`config.mk`:
```
export PLATFORM = sky130hd
export DESIGN_NAME = lane_div_seq
export DESIGN_NICKNAME = d
export VERILOG_FILES = /design/src/rtl/lds_pkg.sv /design/src/rtl/lds_branch_eval.sv /design/src/rtl/lds_path_stack.sv /design/src/rtl/lds_event_sel.sv /design/src/rtl/lane_div_seq.sv
export SDC_FILE = /design/constraint.sdc
export NUM_CORES = 1
export LEC_CHECK = 0
export ABC_AREA = 1
export BUFFER_PORTS_ARGS = -buffer_cell sky130_fd_sc_hd__buf_4
export CORE_MARGIN = 2
export CORE_UTILIZATION = 25
export CTS_CLUSTER_SIZE = 28
export DETAILED_ROUTE_END_ITERATION = 6
export GPL_TIMING_DRIVEN = 0
export PLACE_DENSITY = 0.36
export SYNTH_ARGS = -nofsm -noshare
export SYNTH_HDL_FRONTEND = slang
export SYNTH_HIERARCHICAL = 1
export SYNTH_SLANG_ARGS = --single-unit
```
`constraint.sdc`:
```
create_clock -name clk -period 2.95 [get_ports clk]
set_input_delay 0.295 -clock clk [delete_from_list [all_inputs] [get_ports clk]]
set_output_delay 0.295 -clock clk [all_outputs]
set_load 0.02 [all_outputs]
```
`src/rtl/lds_pkg.sv`:
```
package lds_pkg;

   typedef enum logic [1:0] {
      BR_FALL  = 2'd0,
      BR_JUMP  = 2'd1,
      BR_SPLIT = 2'd2
   } br_kind_e;

   typedef enum logic [2:0] {
      EV_IDLE  = 3'd0,
      EV_START = 3'd1,
      EV_RET   = 3'd2,
      EV_BR    = 3'd3,
      EV_STEP  = 3'd4
   } ev_sel_e;

endpackage

```
`src/rtl/lds_branch_eval.sv`:
```
module lds_branch_eval
   import lds_pkg::*;
#(
   parameter int LANES = 4
) (
   input  logic [LANES-1:0] active_i,
   input  logic [LANES-1:0] cond_i,
   output logic [LANES-1:0] taken_o,
   output logic [LANES-1:0] rest_o,
   output br_kind_e         kind_o
);

   logic [LANES-1:0] tk;
   logic [LANES-1:0] rs;

   generate
      for (genvar g = 0; g < LANES; g++) begin : g_lane
         assign tk[g] = active_i[g] & cond_i[g];
         assign rs[g] = active_i[g] & ~cond_i[g];
      end
   endgenerate

   always_comb begin
      if (tk == '0) begin
         kind_o = BR_FALL;
      end else if (rs == '0) begin
         kind_o = BR_JUMP;
      end else begin
         kind_o = BR_SPLIT;
      end
   end

   assign taken_o = tk;
   assign rest_o  = rs;

endmodule

```
`src/rtl/lds_path_stack.sv`:
```
module lds_path_stack #(
   parameter int DEPTH = 8,
   parameter int IP_W  = 16,
   parameter int LANES = 4,
   localparam int CNT_W = $clog2(DEPTH + 1),
   localparam int ENT_W = IP_W + LANES
) (
   input  logic             clk,
   input  logic             rst_n,
   input  logic             clear_i,
   input  logic             push_i,
   input  logic             pop_i,
   input  logic [IP_W-1:0]  push_ip_i,
   input  logic [LANES-1:0] push_mask_i,
   output logic [IP_W-1:0]  top_ip_o,
   output logic [LANES-1:0] top_mask_o,
   output logic             empty_o,
   output logic             full_o,
   output logic [CNT_W-1:0] count_o
);

   logic [CNT_W-1:0] cnt_q;
   logic [ENT_W-1:0] slot_q [DEPTH];
   logic [ENT_W-1:0] top_ent;

   generate
      if (DEPTH < 1) begin : g_bad_depth
         $error("lds_path_stack: DEPTH must be at least 1");
      end
      for (genvar s = 0; s < DEPTH; s++) begin : g_slot
         always_ff @(posedge clk or negedge rst_n) begin
            if (!rst_n) begin
               slot_q[s] <= '0;
            end else if (push_i && !full_o && (cnt_q == CNT_W'(s))) begin
               slot_q[s] <= {push_ip_i, push_mask_i};
            end
         end
      end
   endgenerate

   always_ff @(posedge clk or negedge rst_n) begin
      if (!rst_n) begin
         cnt_q <= '0;
      end else if (clear_i) begin
         cnt_q <= '0;
      end else if (push_i && !full_o) begin
         cnt_q <= cnt_q + 1'b1;
      end else if (pop_i && !empty_o) begin
         cnt_q <= cnt_q - 1'b1;
      end
   end

   always_comb begin
      top_ent = '0;
      for (int k = 0; k < DEPTH; k++) begin
         if (cnt_q == CNT_W'(k + 1)) begin
            top_ent = slot_q[k];
         end
      end
   end

   assign top_ip_o   = top_ent[ENT_W-1:LANES];
   assign top_mask_o = top_ent[LANES-1:0];
   assign empty_o    = (cnt_q == '0);
   assign full_o     = (cnt_q == CNT_W'(DEPTH));
   assign count_o    = cnt_q;

endmodule

```
`src/rtl/lds_event_sel.sv`:
```
module lds_event_sel
   import lds_pkg::*;
(
   input  logic    live_i,
   input  logic    start_i,
   input  logic    ret_i,
   input  logic    br_i,
   input  logic    step_i,
   output ev_sel_e sel_o
);

   always_comb begin
      if (start_i) begin
         sel_o = EV_START;
      end else if (!live_i) begin
         sel_o = EV_IDLE;
      end else if (ret_i) begin
         sel_o = EV_RET;
      end else if (br_i) begin
         sel_o = EV_BR;
      end else if (step_i) begin
         sel_o = EV_STEP;
      end else begin
         sel_o = EV_IDLE;
      end
   end

endmodule

```
`src/rtl/lane_div_seq.sv`:
```
module lane_div_seq
   import lds_pkg::*;
#(
   parameter int LANES       = 4,
   parameter int IP_W        = 16,
   parameter int STACK_DEPTH = 8
) (
   input  logic             clk,
   input  logic             rst_n,
   input  logic             start_i,
   input  logic [IP_W-1:0]  start_ip_i,
   input  logic             step_i,
   input  logic             br_i,
   input  logic             ret_i,
   input  logic [IP_W-1:0]  br_target_i,
   input  logic [LANES-1:0] cond_i,
   output logic [IP_W-1:0]  ip_o,
   output logic [LANES-1:0] mask_o,
   output logic [LANES-1:0] commit_o,
   output logic             done_o,
   output logic             overflow_o
);

   localparam int CNT_W = $clog2(STACK_DEPTH + 1);

   generate
      if (LANES < 2) begin : g_bad_lanes
         $error("lane_div_seq: LANES must be at least 2");
      end
      if (IP_W < 1) begin : g_bad_ipw
         $error("lane_div_seq: IP_W must be at least 1");
      end
   endgenerate

   logic [IP_W-1:0]  ip_q, ip_d;
   logic [LANES-1:0] mask_q, mask_d;
   logic             done_q, done_d;
   logic             ovf_q, ovf_d;

   logic             live;
   ev_sel_e          sel;
   br_kind_e         kind;
   logic [LANES-1:0] taken_m, rest_m;
   logic [IP_W-1:0]  ip_inc;

   logic             st_push, st_pop;
   logic [IP_W-1:0]  st_top_ip;
   logic [LANES-1:0] st_top_mask;
   logic             st_empty, st_full;
   logic [CNT_W-1:0] st_count;

   assign live   = |mask_q;
   assign ip_inc = ip_q + 1'b1;

   lds_event_sel u_sel (
      .live_i  (live),
      .start_i (start_i),
      .ret_i   (ret_i),
      .br_i    (br_i),
      .step_i  (step_i),
      .sel_o   (sel)
   );

   lds_branch_eval #(
      .LANES (LANES)
   ) u_eval (
      .active_i (mask_q),
      .cond_i   (cond_i),
      .taken_o  (taken_m),
      .rest_o   (rest_m),
      .kind_o   (kind)
   );

   assign st_push = (sel == EV_BR) && (kind == BR_SPLIT) && !st_full;
   assign st_pop  = (sel == EV_RET) && !st_empty;

   lds_path_stack #(
      .DEPTH (STACK_DEPTH),
      .IP_W  (IP_W),
      .LANES (LANES)
   ) u_stack (
      .clk         (clk),
      .rst_n       (rst_n),
      .clear_i     (sel == EV_START),
      .push_i      (st_push),
      .pop_i       (st_pop),
      .push_ip_i   (ip_inc),
      .push_mask_i (rest_m),
      .top_ip_o    (st_top_ip),
      .top_mask_o  (st_top_mask),
      .empty_o     (st_empty),
      .full_o      (st_full),
      .count_o     (st_count)
   );

   always_comb begin
      ip_d   = ip_q;
      mask_d = mask_q;
      done_d = 1'b0;
      ovf_d  = ovf_q;
      unique case (sel)
         EV_START: begin
            ip_d   = start_ip_i;
            mask_d = '1;
            ovf_d  = 1'b0;
         end
         EV_RET: begin
            if (st_empty) begin
               mask_d = '0;
               done_d = 1'b1;
            end else begin
               ip_d   = st_top_ip;
               mask_d = st_top_mask;
            end
         end
         EV_BR: begin
            unique case (kind)
               BR_FALL:  ip_d = ip_inc;
               BR_JUMP:  ip_d = br_target_i;
               BR_SPLIT: begin
                  ip_d   = br_target_i;
                  mask_d = taken_m;
                  if (st_full) begin
                     ovf_d = 1'b1;
                  end
               end
               default:  ip_d = ip_q;
            endcase
         end
         EV_STEP: begin
            ip_d = ip_inc;
         end
         default: begin
            ip_d = ip_q;
         end
      endcase
   end

   always_ff @(posedge clk or negedge rst_n) begin
      if (!rst_n) begin
         ip_q   <= '0;
         mask_q <= '0;
         done_q <= 1'b0;
         ovf_q  <= 1'b0;
      end else begin
         ip_q   <= ip_d;
         mask_q <= mask_d;
         done_q <= done_d;
         ovf_q  <= ovf_d;
      end
   end

   assign commit_o   = (sel == EV_RET || sel == EV_BR || sel == EV_STEP) ? mask_q : '0;
   assign ip_o       = ip_q;
   assign mask_o     = mask_q;
   assign done_o     = done_q;
   assign overflow_o = ovf_q;

endmodule

```
==> flow_summary.toml <==
[sta]
slew_violations = 0
period_minus_slack_ns = 2.741
rsz0062_at_grt = "true"
tightestPinTransition_ns = 0.8632
final.setup.worst_slack_ns = 0.2091
finalClockSkew_ns = 0.01152
slew_headroom_pct = 42.45
layout_worst_path_cycle_share_pct = 92.91
final-setup-viol-count = 0
achievable-frequency_mhz = 364.8
report.final.hold_viol_count = 0

[clock_network]
clockRootBuffer = "clkbuf_16"
clock_sink_count = 186
worstSkewPairLatency_ns = 0.46
htreeDepth = 4
clk_path_buf_depth = 2
tritoncts.num_buffers = 17
tritoncts_clock_tree = "yes"
clk_pin_slew_ns = 0.08

[synthesis]
syn-cell-area_sq_um = 10300
yosysWarningCount = 6
netlist.top_cell.by_area = "dfrtp_1"
seq_area_frac_synth_pct = 45.17
main_flop_type_after_synthesis = "dfrtp_1"
netlist_top_cells_count = "506 x nand2_1, 186 x dfrtp_1, 161 x nor2_1"
synth-edff-count = 0
post_synth_main_area_contributors = "dfrtp_1 45%, nand2_1 18%, o21ai_0 7.4%"
synth_seq_cells = 186
syn_area_per_cell_sq_um = 7.019
synth_cell_type_count = 41
synth_top_area_share_pct = 45.17
synth.net_count = 1517
syn-instance-count = 1468
asyncSetResetFlopFracSynth_pct = 100.0
yosysMostFrequentCell = "nand2_1"

[grt]
grt.overflow.total = 0
number_of_antenna_violations_at_the_first_check_in_global_routing = 0
grt_pass1_vias = 9637
global_routing_usage_summed_across_all_routing_layers_pct = 18.93
grt_first_pass_wirelength_mm = 61.14
pin_count_of_the_biggest_net_entering_global_routing = 98

[floorplanning]
dieArea_sq_um = 42860
boundaryPins = 68
width_of_the_chip_um = 207.0
fp.dieH_um = 207.0
initial_utilization_pct = 25.29
rows = 74
coreArea_sq_um = 40740

[layout]
final_core_util_pct = 30.06
num_antenna_cells = 0
drive_above_1_share_pct = 13.03
finish.net_count = 1609
fillCellCount = 4554
areaGrowthSynthToFinish_pct = 18.86
design_area_sq_um = 12250

[drt]
route.detailed.wl_per_inst_um = 18.81
first_pass_iters = 5
drt-total-wl_mm = 39.59
antenna_left = 0
drc = 0
detail_route.vias_per_cell = 4.531
drtIter0Drc = 709
dr_total_vias = 9538

[worst_setup_path]
required_ns = 3.32
reg2reg_from = "u_stack/count_o[0]"
critical-path-top-delay-family = "buffers and inverters"
crit_path_max_fanout = 11
reg2reg_slack_ns = 0.21
crit_slowest_cell = "clkbuf_1"
crit_path_class = "reg -> reg"
worst_setup_path_end_kind = "register"
crit_chain = "inv_1 -> ha_1 -> nand3_1 -> inv_1 -> clkbuf_2 -> nor2_4 -> buf_4 -> nand2_1 -> clkbuf_1 -> nand2_1 -> o21ai_0"
worst_setup_path_start_kind = "register"
path_depth = 11
rr_endpoint = "u_stack/slot_q[79]"
rr_worst_depth = 11
timing.critical_path.to = "u_stack/slot_q[79]"
critical-path-max-stage-delay_ns = 0.50
critical_path_buf_inv_count = 5
setup.worst_path.start = "u_stack/count_o[0]"
arrival_ns = 3.11

[pwr]
worst_ir_drop_vdd_mv = 0.3988
pwr_density_cell_nw_per_um2 = 936.2
leakage_nw = 6.227
finalPower_mw = 11.47

[placement]
placer_congestion = 0.8154
place.port_buffers = 67
worst_slack_at_placement_ns = -0.6569
postPlaceCellArea_sq_um = 11510
dp_hpwl_mm = 29.60

[hold_path]
holdCritPathClass = "in -> reg"

[run]
max_cap_violations = 0

[status]
run_status = "complete, no violations"
==> worst min path at each step <==
| stage | startpoint | endpoint | slack, ns | cells past startpoint |
|---|---|---|---|---|
| 4_1_cts | start_ip_i[10] | ip_o[10] | 0.14 | 5 |
| 2_1_floorplan | rst_n | done_o | -0.0006 | 0 |
| 5_1_grt | start_ip_i[10] | ip_o[10] | 0.15 | 5 |
| 3_5_place_dp | rst_n | overflow_o | 0.39 | 1 |
| 6_report | start_ip_i[10] | ip_o[10] | 0.17 | 5 |
| 3_3_place_gp | u_stack/slot_q[39] | u_stack/slot_q[39] | 0.46 | 2 |
==> worst min-delay path: stages <==
cell and delay [ns]:
buf_4 0.08, nor2_1 0.03, nor2_1 0.09, nand2_1 0.06
nand2_1 0.04
==> cell families (layout without fill, tap and decap cells) <==
group,count (synthesis),after routing,share of synthesized area (%)
AND/OR/NAND/NOR,817,817,33.05
buffers and inverters,240,345,9.884
AO/OA/AOI/OAI,215,215,10.78
flip-flops,186,186,45.17
adder cells (fa/ha/maj),7,7,0.8500
XOR/XNOR,3,3,0.2551
==> per-layer routing <==
layer | track usage [%] | up-vias | share of wire (%)
met5 | 0 | - | 0
met4 | 3.571 | 0 | 1.1
met3 | 3.002 | 16 | 3.6
met2 | 30.72 | 158 | 47
met1 | 26.73 | 4605 | 49
li1 | - | 4759 | -
==> power by group <==
part	internal, mW	switching, mW
sequential	3.54	0.604
combinational	1.41	3.34
clock	1.44	1.13
total	6.39	5.07
==> flip-flops by register name, indices dropped and copies added (netlist names) <==
name,count
mask_o,4
ip_o,16
overflow_o,1
done_o,1
u_stack/count_o,4
u_stack/slot_q,160
==> cells in the final DEF (no fill, tap or decap), types with 18 or more instances in the layout <==
| cell | instances |
|---|---|
| o21ai_0 | 152 |
| dfrtp_1 | 184 |
| clkbuf_1 | 18 |
| nand2_1 | 506 |
| buf_4 | 75 |
| inv_1 | 153 |
| nor2_1 | 158 |
| buf_2 | 32 |
| nand3_1 | 87 |
| a21oi_1 | 36 |
==> stage by stage <==
stage,cells,hold slack (ns),setup TNS (ns)
2_1_floorplan,1468,-0.0005911,0
3_3_place_gp,2067,0.4600,-60.15
3_5_place_dp,2068,0.3940,-64.35
4_1_cts,2101,0.1420,0
5_1_grt,2105,0.1525,-0.1454
6_report,2105,0.1681,0
==> area by class of cell <==
type | count | area [sq um] | share of cell area, %
Multi-Input combinational cell | 1042 | 4659 | 38.05
Clock inverter | 15 | 212.7 | 1.737
Clock buffer | 17 | 425.4 | 3.474
Timing Repair Buffer | 73 | 578.1 | 4.720
Buffer | 73 | 416.7 | 3.402
Sequential cell | 186 | 4657 | 38.03
Inverter | 167 | 631.9 | 5.159
Tap cell | 532 | 665.6 | 5.435
==> timing repair <==
action / in CTS / in global routing
hold buffers: 1 / 0
buffers inserted: 0 / 4
gates resized for setup: 9 / 23
pin swaps: 0 / 2
endpoints found under the setup margin: 162 / 128
hold endpoints to repair: 96 / 0
Note: power is estimated with default switching activity, not from simulation.
